<file path="config.mk">
export PLATFORM = sky130hd
export DESIGN_NAME = exc_frame_push
export DESIGN_NICKNAME = d
export VERILOG_FILES = /design/src/rtl/exc_frame_pkg.sv /design/src/rtl/exc_frame_plan.sv /design/src/rtl/exc_frame_slot.sv /design/src/rtl/exc_frame_seq.sv /design/src/rtl/exc_frame_push.sv
export SDC_FILE = /design/constraint.sdc
export NUM_CORES = 1
export LEC_CHECK = 0
export CORE_AREA = 2 2 589 591
export DETAILED_ROUTE_END_ITERATION = 8
export DIE_AREA = 0 0 591 593
export PLACE_DENSITY = 0.3
export SKIP_CTS_REPAIR_TIMING = 1
export SYNTH_ARGS = -nofsm -noshare
export SYNTH_HDL_FRONTEND = slang
export SYNTH_HIERARCHICAL = 1
export SYNTH_SLANG_ARGS = --single-unit
</file>
<file path="constraint.sdc">
create_clock -name clk -period 7 [get_ports clk]
set_clock_uncertainty 0.05 [all_clocks]
set_input_delay 1.4 -clock clk [delete_from_list [all_inputs] [get_ports clk]]
set_output_delay 1.4 -clock clk [all_outputs]
set_load 0.01 [all_outputs]
</file>
<file path="src/rtl/exc_frame_pkg.sv">
package exc_frame_pkg;
  localparam int unsigned WORD_W      = 32;
  localparam int unsigned CTX_WORDS   = 7;
  localparam int unsigned BASIC_WORDS = CTX_WORDS + 1;
  localparam int unsigned ND_MAX      = 16;
  localparam int unsigned ND_SMALL    = ND_MAX / 2;
  localparam int unsigned FSZ_BASIC   = 32;
  localparam int unsigned FSZ_FP      = 104;
  localparam int unsigned FSZ_FPX     = 168;
  localparam int unsigned FSZ_W       = 8;
  localparam int unsigned FP_BASE_OFS = 'h20;
  localparam int unsigned FPSCR_OFS   = 'h60;
  localparam int unsigned REALIGN_BIT = 9;
  localparam int unsigned SFPA_BIT    = 20;
  localparam int unsigned MAX_WORDS   = BASIC_WORDS + 2 * ND_MAX + 1;
  localparam int unsigned IDX_W       = $clog2(MAX_WORDS + 1);
  localparam logic [WORD_W-1:0] RET_BASE = 32'hFFFF_FF80;

  typedef enum logic [1:0] {
    FPA_NONE   = 2'd0,
    FPA_EAGER  = 2'd1,
    FPA_SECFLT = 2'd2,
    FPA_NOCP   = 2'd3
  } fp_act_e;

  typedef struct packed {
    logic [WORD_W-1:0] frame_ptr;
    logic [FSZ_W-1:0]  frame_size;
    logic [WORD_W-1:0] status;
    fp_act_e           act;
    logic              big;
    logic [WORD_W-1:0] ret_code;
  } plan_t;
endpackage

</file>
<file path="src/rtl/exc_frame_plan.sv">
module exc_frame_plan
  import exc_frame_pkg::*;
(
  input  logic [WORD_W-1:0] sp_in,
  input  logic              align_req,
  input  logic [WORD_W-1:0] status_in,
  input  logic              is_secure,
  input  logic              fp_active,
  input  logic              sfp_active,
  input  logic              ns_cp10_ok,
  input  logic              fp_treat_secure,
  input  logic              lazy_pending,
  input  logic              has_sec_ext,
  input  logic              lazy_en,
  output plan_t             plan
);
  logic              fp_room;
  logic              realign;
  logic [WORD_W-1:0] base;
  logic [FSZ_W-1:0]  fsz;

  always_comb begin
    fp_room = fp_active && (is_secure || ns_cp10_ok);
    if (!fp_room)                          fsz = FSZ_W'(FSZ_BASIC);
    else if (is_secure && fp_treat_secure) fsz = FSZ_W'(FSZ_FPX);
    else                                   fsz = FSZ_W'(FSZ_FP);

    realign = align_req && sp_in[2];
    base    = realign ? {sp_in[WORD_W-1:3], 3'b000} : sp_in;

    plan.frame_size = fsz;
    plan.frame_ptr  = base - WORD_W'(fsz);
    plan.big        = (fsz == FSZ_W'(FSZ_FPX));

    plan.status              = status_in;
    plan.status[REALIGN_BIT] = status_in[REALIGN_BIT] | realign;
    plan.status[SFPA_BIT]    = is_secure && sfp_active;

    // priority: secure fault, then non-secure access fault, then lazy/eager
    if (!fp_active)                       plan.act = FPA_NONE;
    else if (lazy_pending && has_sec_ext) plan.act = FPA_SECFLT;
    else if (!is_secure && !ns_cp10_ok)   plan.act = FPA_NOCP;
    else if (lazy_en)                     plan.act = FPA_NONE;
    else                                  plan.act = FPA_EAGER;

    plan.ret_code    = RET_BASE;
    plan.ret_code[6] = is_secure;
    plan.ret_code[5] = 1'b1;
    plan.ret_code[4] = !fp_active;
  end
endmodule

</file>
<file path="src/rtl/exc_frame_slot.sv">
module exc_frame_slot
  import exc_frame_pkg::*;
(
  input  logic [IDX_W-1:0]            idx,
  input  logic [WORD_W-1:0]           frame_ptr,
  input  logic                        big,
  input  logic [CTX_WORDS*WORD_W-1:0] ctx_words,
  input  logic [WORD_W-1:0]           status,
  input  logic [ND_MAX*64-1:0]        dregs,
  input  logic [WORD_W-1:0]           fpscr,
  output logic [WORD_W-1:0]           addr,
  output logic [WORD_W-1:0]           data
);
  localparam int unsigned K_W = IDX_W - 1;

  logic [IDX_W-1:0]  j;
  logic [K_W-1:0]    k;
  logic [IDX_W-1:0]  fpscr_j;
  logic [WORD_W-1:0] ofs;

  always_comb begin
    j       = idx - IDX_W'(BASIC_WORDS);
    k       = j[IDX_W-1:1];
    fpscr_j = big ? IDX_W'(2 * ND_MAX) : IDX_W'(2 * ND_SMALL);
    ofs     = '0;
    data    = '0;
    if (idx < IDX_W'(CTX_WORDS)) begin
      ofs  = WORD_W'(idx) << 2;
      data = ctx_words[32'(idx) * WORD_W +: WORD_W];
    end else if (idx == IDX_W'(CTX_WORDS)) begin
      ofs  = WORD_W'(CTX_WORDS * 4);
      data = status;
    end else if (j == fpscr_j) begin
      ofs  = WORD_W'(FPSCR_OFS);
      data = fpscr;
    end else if (k < K_W'(ND_MAX)) begin
      ofs = WORD_W'(FP_BASE_OFS) + (WORD_W'(k) << 3) + (j[0] ? WORD_W'(4) : WORD_W'(0));
      if (k >= K_W'(ND_SMALL)) ofs = ofs + WORD_W'(8);
      data = dregs[32'(k) * 64 + (j[0] ? 32 : 0) +: WORD_W];
    end
    addr = frame_ptr + ofs;
  end
endmodule

</file>
<file path="src/rtl/exc_frame_seq.sv">
module exc_frame_seq
  import exc_frame_pkg::*;
(
  input  logic             clk,
  input  logic             rst_n,
  input  logic             start,
  input  plan_t            plan_in,
  input  logic             cpacr_ok,
  input  logic             wr_ready,
  input  logic             wr_err,
  output plan_t            plan_q,
  output logic [IDX_W-1:0] idx,
  output logic             wr_valid,
  output logic             done,
  output logic             stack_ok,
  output logic             fault_secure,
  output logic             fault_nocp,
  output logic             fp_clear
);
  localparam logic [IDX_W-1:0] LAST_BASIC = IDX_W'(BASIC_WORDS - 1);
  localparam logic [IDX_W-1:0] LAST_SMALL = IDX_W'(BASIC_WORDS + 2 * ND_SMALL);
  localparam logic [IDX_W-1:0] LAST_BIG   = IDX_W'(BASIC_WORDS + 2 * ND_MAX);

  typedef enum logic [1:0] {S_IDLE, S_PUSH, S_DONE} st_e;
  st_e              st;
  logic             cpacr_q, ok_q, sec_q, nocp_q, clr_q;
  logic [IDX_W-1:0] last_idx;
  logic             eager;

  always_comb begin
    eager = (plan_q.act == FPA_EAGER);
    if (eager && cpacr_q) last_idx = plan_q.big ? LAST_BIG : LAST_SMALL;
    else                  last_idx = LAST_BASIC;
  end

  always_ff @(posedge clk or negedge rst_n) begin
    if (!rst_n) begin
      st      <= S_IDLE;
      plan_q  <= '0;
      idx     <= '0;
      cpacr_q <= 1'b0;
      ok_q    <= 1'b0;
      sec_q   <= 1'b0;
      nocp_q  <= 1'b0;
      clr_q   <= 1'b0;
    end else begin
      unique case (st)
        S_IDLE: if (start) begin
          plan_q  <= plan_in;
          cpacr_q <= cpacr_ok;
          idx     <= '0;
          ok_q    <= 1'b1;
          sec_q   <= (plan_in.act == FPA_SECFLT);
          nocp_q  <= (plan_in.act == FPA_NOCP);
          clr_q   <= 1'b0;
          st      <= S_PUSH;
        end
        S_PUSH: if (wr_ready) begin
          if (wr_err) begin
            ok_q <= 1'b0;
            st   <= S_DONE;
          end else if (idx == LAST_BASIC && eager && !cpacr_q) begin
            nocp_q <= 1'b1;
            ok_q   <= 1'b0;
            st     <= S_DONE;
          end else if (idx == last_idx) begin
            clr_q <= eager;
            st    <= S_DONE;
          end else begin
            idx <= idx + 1'b1;
          end
        end
        default: st <= S_IDLE;
      endcase
    end
  end

  assign wr_valid     = (st == S_PUSH);
  assign done         = (st == S_DONE);
  assign stack_ok     = ok_q;
  assign fault_secure = done && sec_q;
  assign fault_nocp   = done && nocp_q;
  assign fp_clear     = done && clr_q;

  p_done_pulse_r13: assert property (@(posedge clk) disable iff (!rst_n)
    done |=> !done);
  p_fault_excl_r5: assert property (@(posedge clk) disable iff (!rst_n)
    !(fault_secure && fault_nocp));
  p_clear_needs_ok_r9: assert property (@(posedge clk) disable iff (!rst_n)
    fp_clear |-> stack_ok);
  p_size_legal_r1: assert property (@(posedge clk) disable iff (!rst_n)
    wr_valid |-> (plan_q.frame_size == FSZ_W'(FSZ_BASIC) ||
                  plan_q.frame_size == FSZ_W'(FSZ_FP) ||
                  plan_q.frame_size == FSZ_W'(FSZ_FPX)));
  p_idx_bound_r4: assert property (@(posedge clk) disable iff (!rst_n)
    wr_valid |-> idx <= last_idx);
  p_stall_idx_r11: assert property (@(posedge clk) disable iff (!rst_n)
    wr_valid && !wr_ready |=> wr_valid && $stable(idx));
endmodule

</file>
<file path="src/rtl/exc_frame_push.sv">
module exc_frame_push
  import exc_frame_pkg::*;
(
  input  logic                        clk,
  input  logic                        rst_n,
  input  logic                        start,
  input  logic [WORD_W-1:0]           sp_in,
  input  logic                        align_req,
  input  logic [CTX_WORDS*WORD_W-1:0] ctx_words,
  input  logic [WORD_W-1:0]           status_in,
  input  logic [ND_MAX*64-1:0]        dregs,
  input  logic [WORD_W-1:0]           fpscr,
  input  logic                        is_secure,
  input  logic                        fp_active,
  input  logic                        sfp_active,
  input  logic                        ns_cp10_ok,
  input  logic                        fp_treat_secure,
  input  logic                        lazy_pending,
  input  logic                        has_sec_ext,
  input  logic                        lazy_en,
  input  logic                        cpacr_ok,
  output logic                        wr_valid,
  input  logic                        wr_ready,
  output logic [WORD_W-1:0]           wr_addr,
  output logic [WORD_W-1:0]           wr_data,
  input  logic                        wr_err,
  output logic                        done,
  output logic [WORD_W-1:0]           sp_out,
  output logic                        stack_ok,
  output logic                        fault_secure,
  output logic                        fault_nocp,
  output logic                        fp_clear,
  output logic [WORD_W-1:0]           exc_ret
);
  plan_t            plan_d, plan_q;
  logic [IDX_W-1:0] idx;

  exc_frame_plan u_plan (
    .sp_in(sp_in), .align_req(align_req), .status_in(status_in),
    .is_secure(is_secure), .fp_active(fp_active), .sfp_active(sfp_active),
    .ns_cp10_ok(ns_cp10_ok), .fp_treat_secure(fp_treat_secure),
    .lazy_pending(lazy_pending), .has_sec_ext(has_sec_ext),
    .lazy_en(lazy_en), .plan(plan_d)
  );

  exc_frame_seq u_seq (
    .clk(clk), .rst_n(rst_n), .start(start), .plan_in(plan_d),
    .cpacr_ok(cpacr_ok), .wr_ready(wr_ready), .wr_err(wr_err),
    .plan_q(plan_q), .idx(idx), .wr_valid(wr_valid), .done(done),
    .stack_ok(stack_ok), .fault_secure(fault_secure),
    .fault_nocp(fault_nocp), .fp_clear(fp_clear)
  );

  exc_frame_slot u_slot (
    .idx(idx), .frame_ptr(plan_q.frame_ptr), .big(plan_q.big),
    .ctx_words(ctx_words), .status(plan_q.status), .dregs(dregs),
    .fpscr(fpscr), .addr(wr_addr), .data(wr_data)
  );

  assign sp_out  = plan_q.frame_ptr;
  assign exc_ret = plan_q.ret_code;

  p_stall_hold_r11: assert property (@(posedge clk) disable iff (!rst_n)
    wr_valid && !wr_ready |=> wr_valid && $stable(wr_addr) && $stable(wr_data));
  p_addr_aligned_r3: assert property (@(posedge clk) disable iff (!rst_n)
    wr_valid |-> wr_addr[1:0] == 2'b00);
  p_addr_in_frame_r4: assert property (@(posedge clk) disable iff (!rst_n)
    wr_valid |-> (wr_addr - sp_out) < WORD_W'(plan_q.frame_size));
endmodule

</file>
==> results.json, run 1 <==
{
  "wire_per_inst_um": 34.3,
  "initialDrtViolationCount": 1640,
  "p_leak_nw": 12.4,
  "numPortBuffers": 1491,
  "worstSetupStartpointType": "register",
  "clockPowerShare_pct": 6.5,
  "antenna_found_initial": 242,
  "period_share_pct": 95.3,
  "netlist_area_um2": 17200,
  "design.core.area_um2": 345000,
  "finalSetupTns_ns": 0,
  "cts_tree": "done",
  "grt-ovfl-total": 0,
  "synth-warning-count": 6,
  "critPathLaunch": "u_seq/idx[3]",
  "switching_share_pct": 52.5,
  "avgViaCountPerCell": 2.92,
  "slew_headroom_pct": 19.2,
  "start_util_pct": 5.00,
  "grt_pass1_wl_um": 315000,
  "track_usage_pct": 14.5,
  "power.net_switching_w": 0.00508,
  "drive_above_1_share_pct": 16.4,
  "clockBufferDepth": 2,
  "irDropWorstVdd_mv": 0.159,
  "cp.required_ns": 5.55,
  "place_congestion": 0.863,
  "fillers": 39600,
  "power_density_nw_per_um2": 253,
  "synth_cells": 1684,
  "rows": 216,
  "r2r_slack_ns": 4.32,
  "final-setup-viol-count": 0,
  "worstMarginPinSlew_ns": 1.21,
  "arrival_ns": 5.22,
  "endpoint_kind": "primary output",
  "most-common-layout-cells": "1460 x clkdlybuf4s50_1, 375 x nand2_1, 305 x mux4_2, 108 x dfrtp_1, 101 x buf_4",
  "fmax_mhz": 150,
  "dr.pass1.iters": 5,
  "fin_crit_ns": 6.67,
  "grt_max_degree": 88,
  "cp_max_fo": 14,
  "status": "finished clean",
  "numCtsBuffers": 9,
  "die_x_um": 591,
  "drv_slew": 0,
  "min_path_type": "register to register",
  "cts_root_buffer": "clkbuf_16",
  "die_area_um2": 350000,
  "grt_pass1_vias": 23200,
  "mostFrequentLayoutCell": "clkdlybuf4s50_1",
  "drc_errors": 0,
  "htreeDepth": 3,
  "insertion_delay_ns": 0.43,
  "fp.dieH_um": 593,
  "vias": 22700,
  "cts.sinks": 112,
  "nets": 4470,
  "drt_wl_total_um": 266000,
  "hold_ws_ns": 0.436,
  "rsz0062_at_grt": "no",
  "reg2reg_from": "u_seq/idx[1]",
  "hold_viol_final": 0,
  "synthToLayoutAreaGrowth_pct": 122,
  "power_frac_comb_pct": 80.1,
  "ant_nets": 0,
  "pin_count": 1493,
  "p_seq_share_pct": 13.4,
  "drv_cap": 0,
  "syn_area_per_cell_um2": 10.2,
  "intPower_w": 0.00461,
  "min_from": "u_seq/sec_q",
  "dp_hpwl_um": 242000,
  "path_class": "register to primary output",
  "clk_pin_slew_worst_paths_ns": 0.11
}
flip-flops by register name (all words and copies together) (netlist names):
register / flops
u_seq/cpacr_q: 1
u_seq/st: 2
u_seq/sec_q: 1
u_seq/plan_q: 99
u_seq/idx: 6
u_seq/stack_ok: 1
u_seq/nocp_q: 1
u_seq/clr_q: 1
worst paths after layout:
| path | to | cells past startpoint |
|---|---|---|
| setup / recovery | wr_addr[10] | 15 |
| hold / removal | u_seq/sec_q | 2 |
| setup reg to reg | u_seq/stack_ok | 6 |
| hold reg to reg | u_seq/sec_q | 2 |
| max in group asynchronous | u_seq/idx[0] | 2 |
| min in group asynchronous | u_seq/plan_q[1] | 1 |
power by group through the flow:
stage	logic, W	clock network [W]	registers, W
after global placement	0.00809	0	0.00132
final	0.00776	0.000632	0.00130
after CTS	0.00812	0.000688	0.00132
after global routing	0.00832	0.000706	0.00135
after detailed placement	0.00806	0	0.00132
after floorplan	0.00324	0	0.00123
through the flow:
step	instance area, um^2	std cells	power, W	worst slack [ns]	util [%]
2_1_floorplan	17300	1712	0.00447	1.43	-
3_3_place_gp	37800	7659	0.00941	0.457	11.0
3_5_place_dp	37800	7660	0.00938	0.546	11.0
4_1_cts	38100	7676	0.0101	0.0401	11.1
5_1_grt	38100	7701	0.0104	0.0133	11.1
6_report	38300	7762	0.00969	0.331	11.1
layer usage:
metal | up-vias | wire [um] | GRT usage [%]
li1 | 9463 | - | -
met2 | 1532 | 123000 | 23.7
met1 | 11300 | 108000 | 17.7
met5 | - | 517 | 0
met4 | 78 | 5150 | 2.70
met3 | 316 | 28700 | 6.21
critical path: stages (launching register included):
cell	delay, ns
dfrtp_4	0.55
inv_1	0.21
ha_4	0.31
or3b_1	0.55
o21ai_2	0.22
nand2b_2	0.17
or3_1	0.11
o21ai_0	0.19
fa_1	0.48
a21o_1	0.20
a21oi_1	0.30
o21ai_0	0.14
buf_4	0.22
a21o_1	0.19
o21ai_1	0.33
clkdlybuf4s50_1	0.62
layout make-up:
| cell class | count | area, um^2 | share of cell area, % |
|---|---|---|---|
| Antenna cell | 86 | 215 | 0.562 |
| Clock buffer | 9 | 225 | 0.588 |
| Clock inverter | 7 | 80.1 | 0.209 |
| Inverter | 18 | 71.3 | 0.186 |
| Multi-Input combinational cell | 1367 | 13300 | 34.8 |
| Sequential cell | 112 | 2820 | 7.36 |
| Tap cell | 4578 | 5730 | 15.0 |
| Timing Repair Buffer | 1585 | 15800 | 41.4 |
Note: power is estimated with default switching activity, not from simulation.
==> inputs of run 2 (changes only) <==
- PLACE_DENSITY: 0.3 -> default
==> run 2 against run 1 <==
Sequential power barely moved; worst setup slack improved by 0.080 ns; die area unchanged; critical endpoint is now wr_addr[21]; largest power group unchanged.
==> results.json, run 2 (synthesized netlist as in run 1, its figures left out) <==
{
  "hold_viol_final": 0,
  "numPortBuffers": 1491,
  "track_usage_pct": 14.9,
  "wire_per_inst_um": 35.2,
  "p_leak_nw": 12.3,
  "antenna_found_initial": 354,
  "clk_pin_slew_worst_paths_ns": 0.12,
  "most-common-layout-cells": "1468 x clkdlybuf4s50_1, 375 x nand2_1, 305 x mux4_2, 108 x dfrtp_1, 88 x buf_4",
  "drc_errors": 0,
  "dp_hpwl_um": 253000,
  "route.met2.wl_um": 137000,
  "grt_pass1_vias": 22100,
  "fmax_mhz": 152,
  "avgViaCountPerCell": 3.03,
  "htreeDepth": 3,
  "finalPower_w": 0.00964,
  "nets": 4459,
  "largest_register_ffs": 99,
  "cp.required_ns": 5.55,
  "cts.sinks": 112,
  "cp_max_fo": 11,
  "start_util_pct": 5.00,
  "fin_crit_ns": 6.59,
  "top_layer_used": "met5",
  "die_area_um2": 350000,
  "grt_max_degree": 93,
  "min_path_type": "register to register",
  "clockBufferDepth": 2,
  "drt_wl_total_um": 275000,
  "final-setup-viol-count": 0,
  "worstMarginPinSlew_ns": 1.38,
  "fillers": 39700,
  "grt_pass1_wl_um": 317000,
  "period_share_pct": 94.1,
  "multi_input_area_um2": 13300,
  "worstSetupStartpointType": "register",
  "drv_slew": 0,
  "rsz0062_at_grt": "no",
  "fp.dieH_um": 593,
  "synthToLayoutAreaGrowth_pct": 122,
  "mostFrequentLayoutCell": "clkdlybuf4s50_1",
  "top_regs": "u_seq/plan_q x99, u_seq/idx x6, u_seq/st x2",
  "power_density_nw_per_um2": 252,
  "numCtsBuffers": 9,
  "drv_cap": 0,
  "design.core.area_um2": 345000,
  "insertion_delay_ns": 0.43,
  "wl_met3_um": 36200,
  "vias": 23700,
  "cts_root_buffer": "clkbuf_16",
  "utilization_pct": 11.1,
  "r2r_slack_ns": 4.62,
  "final_cell_area_um2": 38300,
  "wl_met1_um": 89900,
  "pin_count": 1493,
  "drive_above_1_share_pct": 15.7,
  "cts_tree": "done",
  "place_congestion": 0.941,
  "irDropWorstVdd_mv": 0.181,
  "path_class": "register to primary output",
  "endpoint_kind": "primary output",
  "arrival_ns": 5.14,
  "status": "finished clean",
  "ant_nets": 0,
  "grt-ovfl-total": 0,
  "finalSetupTns_ns": 0,
  "rows": 216,
  "slew_headroom_pct": 7.22,
  "initialDrtViolationCount": 2106,
  "regMostFlops": "u_seq/plan_q",
  "die_x_um": 591,
  "hold_ws_ns": 0.424,
  "final-seq-area_um2": 2820,
  "placed_area_um2": 37600,
  "dr.pass1.iters": 5
}
-- run 2: cell count changes in the layout (fill, tap and decap cells not counted), moves of 4 or more --
cell             previous run  this run
a211oi_2                    3         8
nor2_4                      1         5
buf_12                     23        17
diode_2                    86       151
a221oi_2                   10         1
buf_4                     101        88
clkdlybuf4s50_1          1460      1468
a221oi_1                   19        29
a211oi_1                   30        24
-- run 2: per-layer routing --
layer  up-vias  track usage, %
li1       9507               -
met1     11400            14.9
met2      2004            26.6
met3       646            7.78
met4       158            4.62
met5         -           0.839
-- run 2: final cells by class --
cell class / instances / share of cell area (%)
multi-input combinational: 1367 / 34.7
sequential: 112 / 7.36
clock buffer: 10 / 0.598
tap: 4578 / 15.0
antenna: 151 / 0.987
clock inverter: 6 / 0.225
timing repair buffer: 1574 / 41.0
inverter: 18 / 0.186
-- run 2: path summary, 6_finish.rpt --
kind	cells past startpoint	from	end
setup / recovery	15	u_seq/idx[3]	wr_addr[21]
hold / removal	2	u_seq/sec_q	u_seq/sec_q
setup reg to reg	5	u_seq/st[0]	u_seq/sec_q
hold reg to reg	2	u_seq/sec_q	u_seq/sec_q
max in group asynchronous	2	rst_n	u_seq/idx[0]
min in group asynchronous	1	rst_n	u_seq/plan_q[7]
-- run 2: power breakdown --
group	internal (W)	total, W	switching [W]
registers	0.000941	0.00129	0.000349
logic	0.00334	0.00770	0.00436
clock network	0.000290	0.000649	0.000359
total	0.00457	0.00964	0.00507
-- run 2: per-stage QoR --
step,worst slack [ns],instances
floorplan,1.43,1712
global placement,0.654,7647
detailed placement,0.628,7649
CTS,0.111,7665
global route,0.116,7735
finish,0.411,7816
-- run 2: critical path, stage by stage, from the launching register on --
cell and delay (ns):
dfrtp_4 0.52, inv_1 0.14, ha_2 0.31, or3b_1 0.56
o21ai_2 0.20, buf_4 0.22, nand2b_2 0.17, or3_1 0.11
o21ai_0 0.25, ha_1 0.41, a211oi_1 0.09, o211ai_1 0.22
nand3_2 0.32, nor4_1 0.42, xor2_1 0.20, clkdlybuf4s50_1 0.56
==> inputs of run 3 (changes only) <==
- SLEW_MARGIN: default -> 20
==> run 3 against run 2 <==
Critical path depth unchanged; non-clock buffer count unchanged; largest cell class unchanged; highest routed layer unchanged; flip-flop and latch count did not move; maximum frequency increased by 0.54%; sequential power about the same; die area unchanged; worst setup slack better by 0.036 ns.
==> results.json, run 3 (synthesized netlist as in run 1, its figures left out) <==
{
  "hold_viol_final": 0,
  "drv_cap": 0,
  "dr.pass1.iters": 5,
  "period_share_pct": 93.6,
  "slew_headroom_pct": 27.1,
  "multi_input_area_um2": 13300,
  "grt_pass1_wl_um": 318000,
  "min_path_type": "register to register",
  "die_x_um": 591,
  "place_congestion": 0.941,
  "largest_register_ffs": 99,
  "r2r_slack_ns": 4.63,
  "final-seq-area_um2": 2820,
  "synthToLayoutAreaGrowth_pct": 122,
  "avgViaCountPerCell": 3.06,
  "nets": 4459,
  "drv_slew": 0,
  "cts_root_buffer": "clkbuf_16",
  "p_leak_nw": 12.3,
  "fin_crit_ns": 6.55,
  "rsz0062_at_grt": "no",
  "endpoint_kind": "primary output",
  "placed_area_um2": 37600,
  "min_to": "u_seq/sec_q",
  "layout.cells.non_filler": 7799,
  "cts.sinks": 112,
  "worstMarginPinSlew_ns": 1.09,
  "reg2reg_from": "u_seq/st[0]",
  "antenna_found_initial": 354,
  "rows": 216,
  "regMostFlops": "u_seq/plan_q",
  "cts_tree": "done",
  "holdPathStages": 2,
  "fillers": 39600,
  "path_class": "register to primary output",
  "numPortBuffers": 1491,
  "insertion_delay_ns": 0.44,
  "drive_above_1_share_pct": 15.8,
  "arrival_ns": 5.10,
  "drc_errors": 0,
  "numPlacedInstances": 7649,
  "min_from": "u_seq/sec_q",
  "mostFrequentLayoutCell": "clkdlybuf4s50_1",
  "fmax_mhz": 153,
  "ant_nets": 0,
  "grt-ovfl-total": 0,
  "irDropWorstVdd_mv": 0.183,
  "grt_pass1_vias": 22200,
  "die_area_um2": 350000,
  "design.core.area_um2": 345000,
  "regToRegEndpoint": "u_seq/plan_q[4]",
  "final_cell_area_um2": 38300,
  "htreeDepth": 3,
  "rr_worst_depth": 5,
  "critPathLaunch": "u_seq/idx[3]",
  "numCtsBuffers": 9,
  "finalSetupTns_ns": 0,
  "dp_hpwl_um": 253000,
  "clockBufferDepth": 2,
  "most-common-layout-cells": "1468 x clkdlybuf4s50_1, 375 x nand2_1, 305 x mux4_2, 108 x dfrtp_1, 88 x buf_4",
  "cp.required_ns": 5.55,
  "final-setup-viol-count": 0,
  "start_util_pct": 5.00,
  "worstSetupStartpointType": "register",
  "wire_per_inst_um": 35.3,
  "vias": 23900,
  "pin_count": 1493,
  "drt_wl_total_um": 276000,
  "status": "finished clean",
  "top_regs": "u_seq/plan_q x99, u_seq/idx x6, u_seq/st x2",
  "fp.dieH_um": 593,
  "track_usage_pct": 14.9,
  "clk_pin_slew_worst_paths_ns": 0.13,
  "initialDrtViolationCount": 2220,
  "grt_max_degree": 93,
  "power_density_nw_per_um2": 253,
  "cp_max_fo": 11
}
-- run 3: power breakdown --
group          total [W]  switching [W]  internal (W)
registers        0.00129       0.000346      0.000941
clock network   0.000660       0.000370      0.000290
logic            0.00772        0.00438       0.00335
-- run 3: how the worst max path moves through the flow --
stage | endpoint | cells after the start
2_1_floorplan | wr_addr[21] | 17
3_3_place_gp | wr_addr[21] | 15
3_5_place_dp | wr_addr[21] | 15
4_1_cts | wr_addr[21] | 15
5_1_grt | wr_addr[21] | 15
6_report | wr_addr[21] | 15
-- run 3: final cells by class --
class / count / area share [%]
clock buffers: 10 / 0.598
well taps: 4578 / 15.0
repair buffers: 1574 / 41.0
diodes: 134 / 0.876
inverters: 18 / 0.186
multi-input cells: 1367 / 34.7
flip-flops and latches: 112 / 7.36
clock inverters: 6 / 0.226
-- run 3: stage by stage --
stage	hold slack (ns)	util, %	worst slack [ns]	power, W
after detailed placement	0.414	10.9	0.655	0.00937
final	0.426	11.1	0.446	0.00967
after CTS	0.439	11.0	0.143	0.0101
after global placement	0.395	10.9	0.654	0.00939
after global routing	0.458	11.0	0.118	0.0103
after floorplan	0.380	-	1.43	0.00447
-- run 3: per-layer routing --
metal | GRT usage [%] | part of all wire (%) | vias up | routed length [um]
met5 | 0.392 | 0.39 | - | 1070
met4 | 5.09 | 4.4 | 164 | 12200
met3 | 7.71 | 12 | 639 | 33400
met2 | 26.5 | 49 | 2011 | 136000
met1 | 14.9 | 34 | 11600 | 92600
li1 | - | - | 9480 | -
-- run 3: worst max-delay path, stage by stage (launching register included) --
cell             delay [ns]
dfrtp_4                0.52
inv_1                  0.14
ha_2                   0.31
or3b_1                 0.54
o21ai_2                0.19
buf_4                  0.21
nand2b_2               0.18
or3_1                  0.11
o21ai_0                0.24
ha_1                   0.40
a211oi_1               0.09
o211ai_1               0.22
nand3_2                0.33
nor4_1                 0.42
xor2_1                 0.19
clkdlybuf4s50_1        0.57
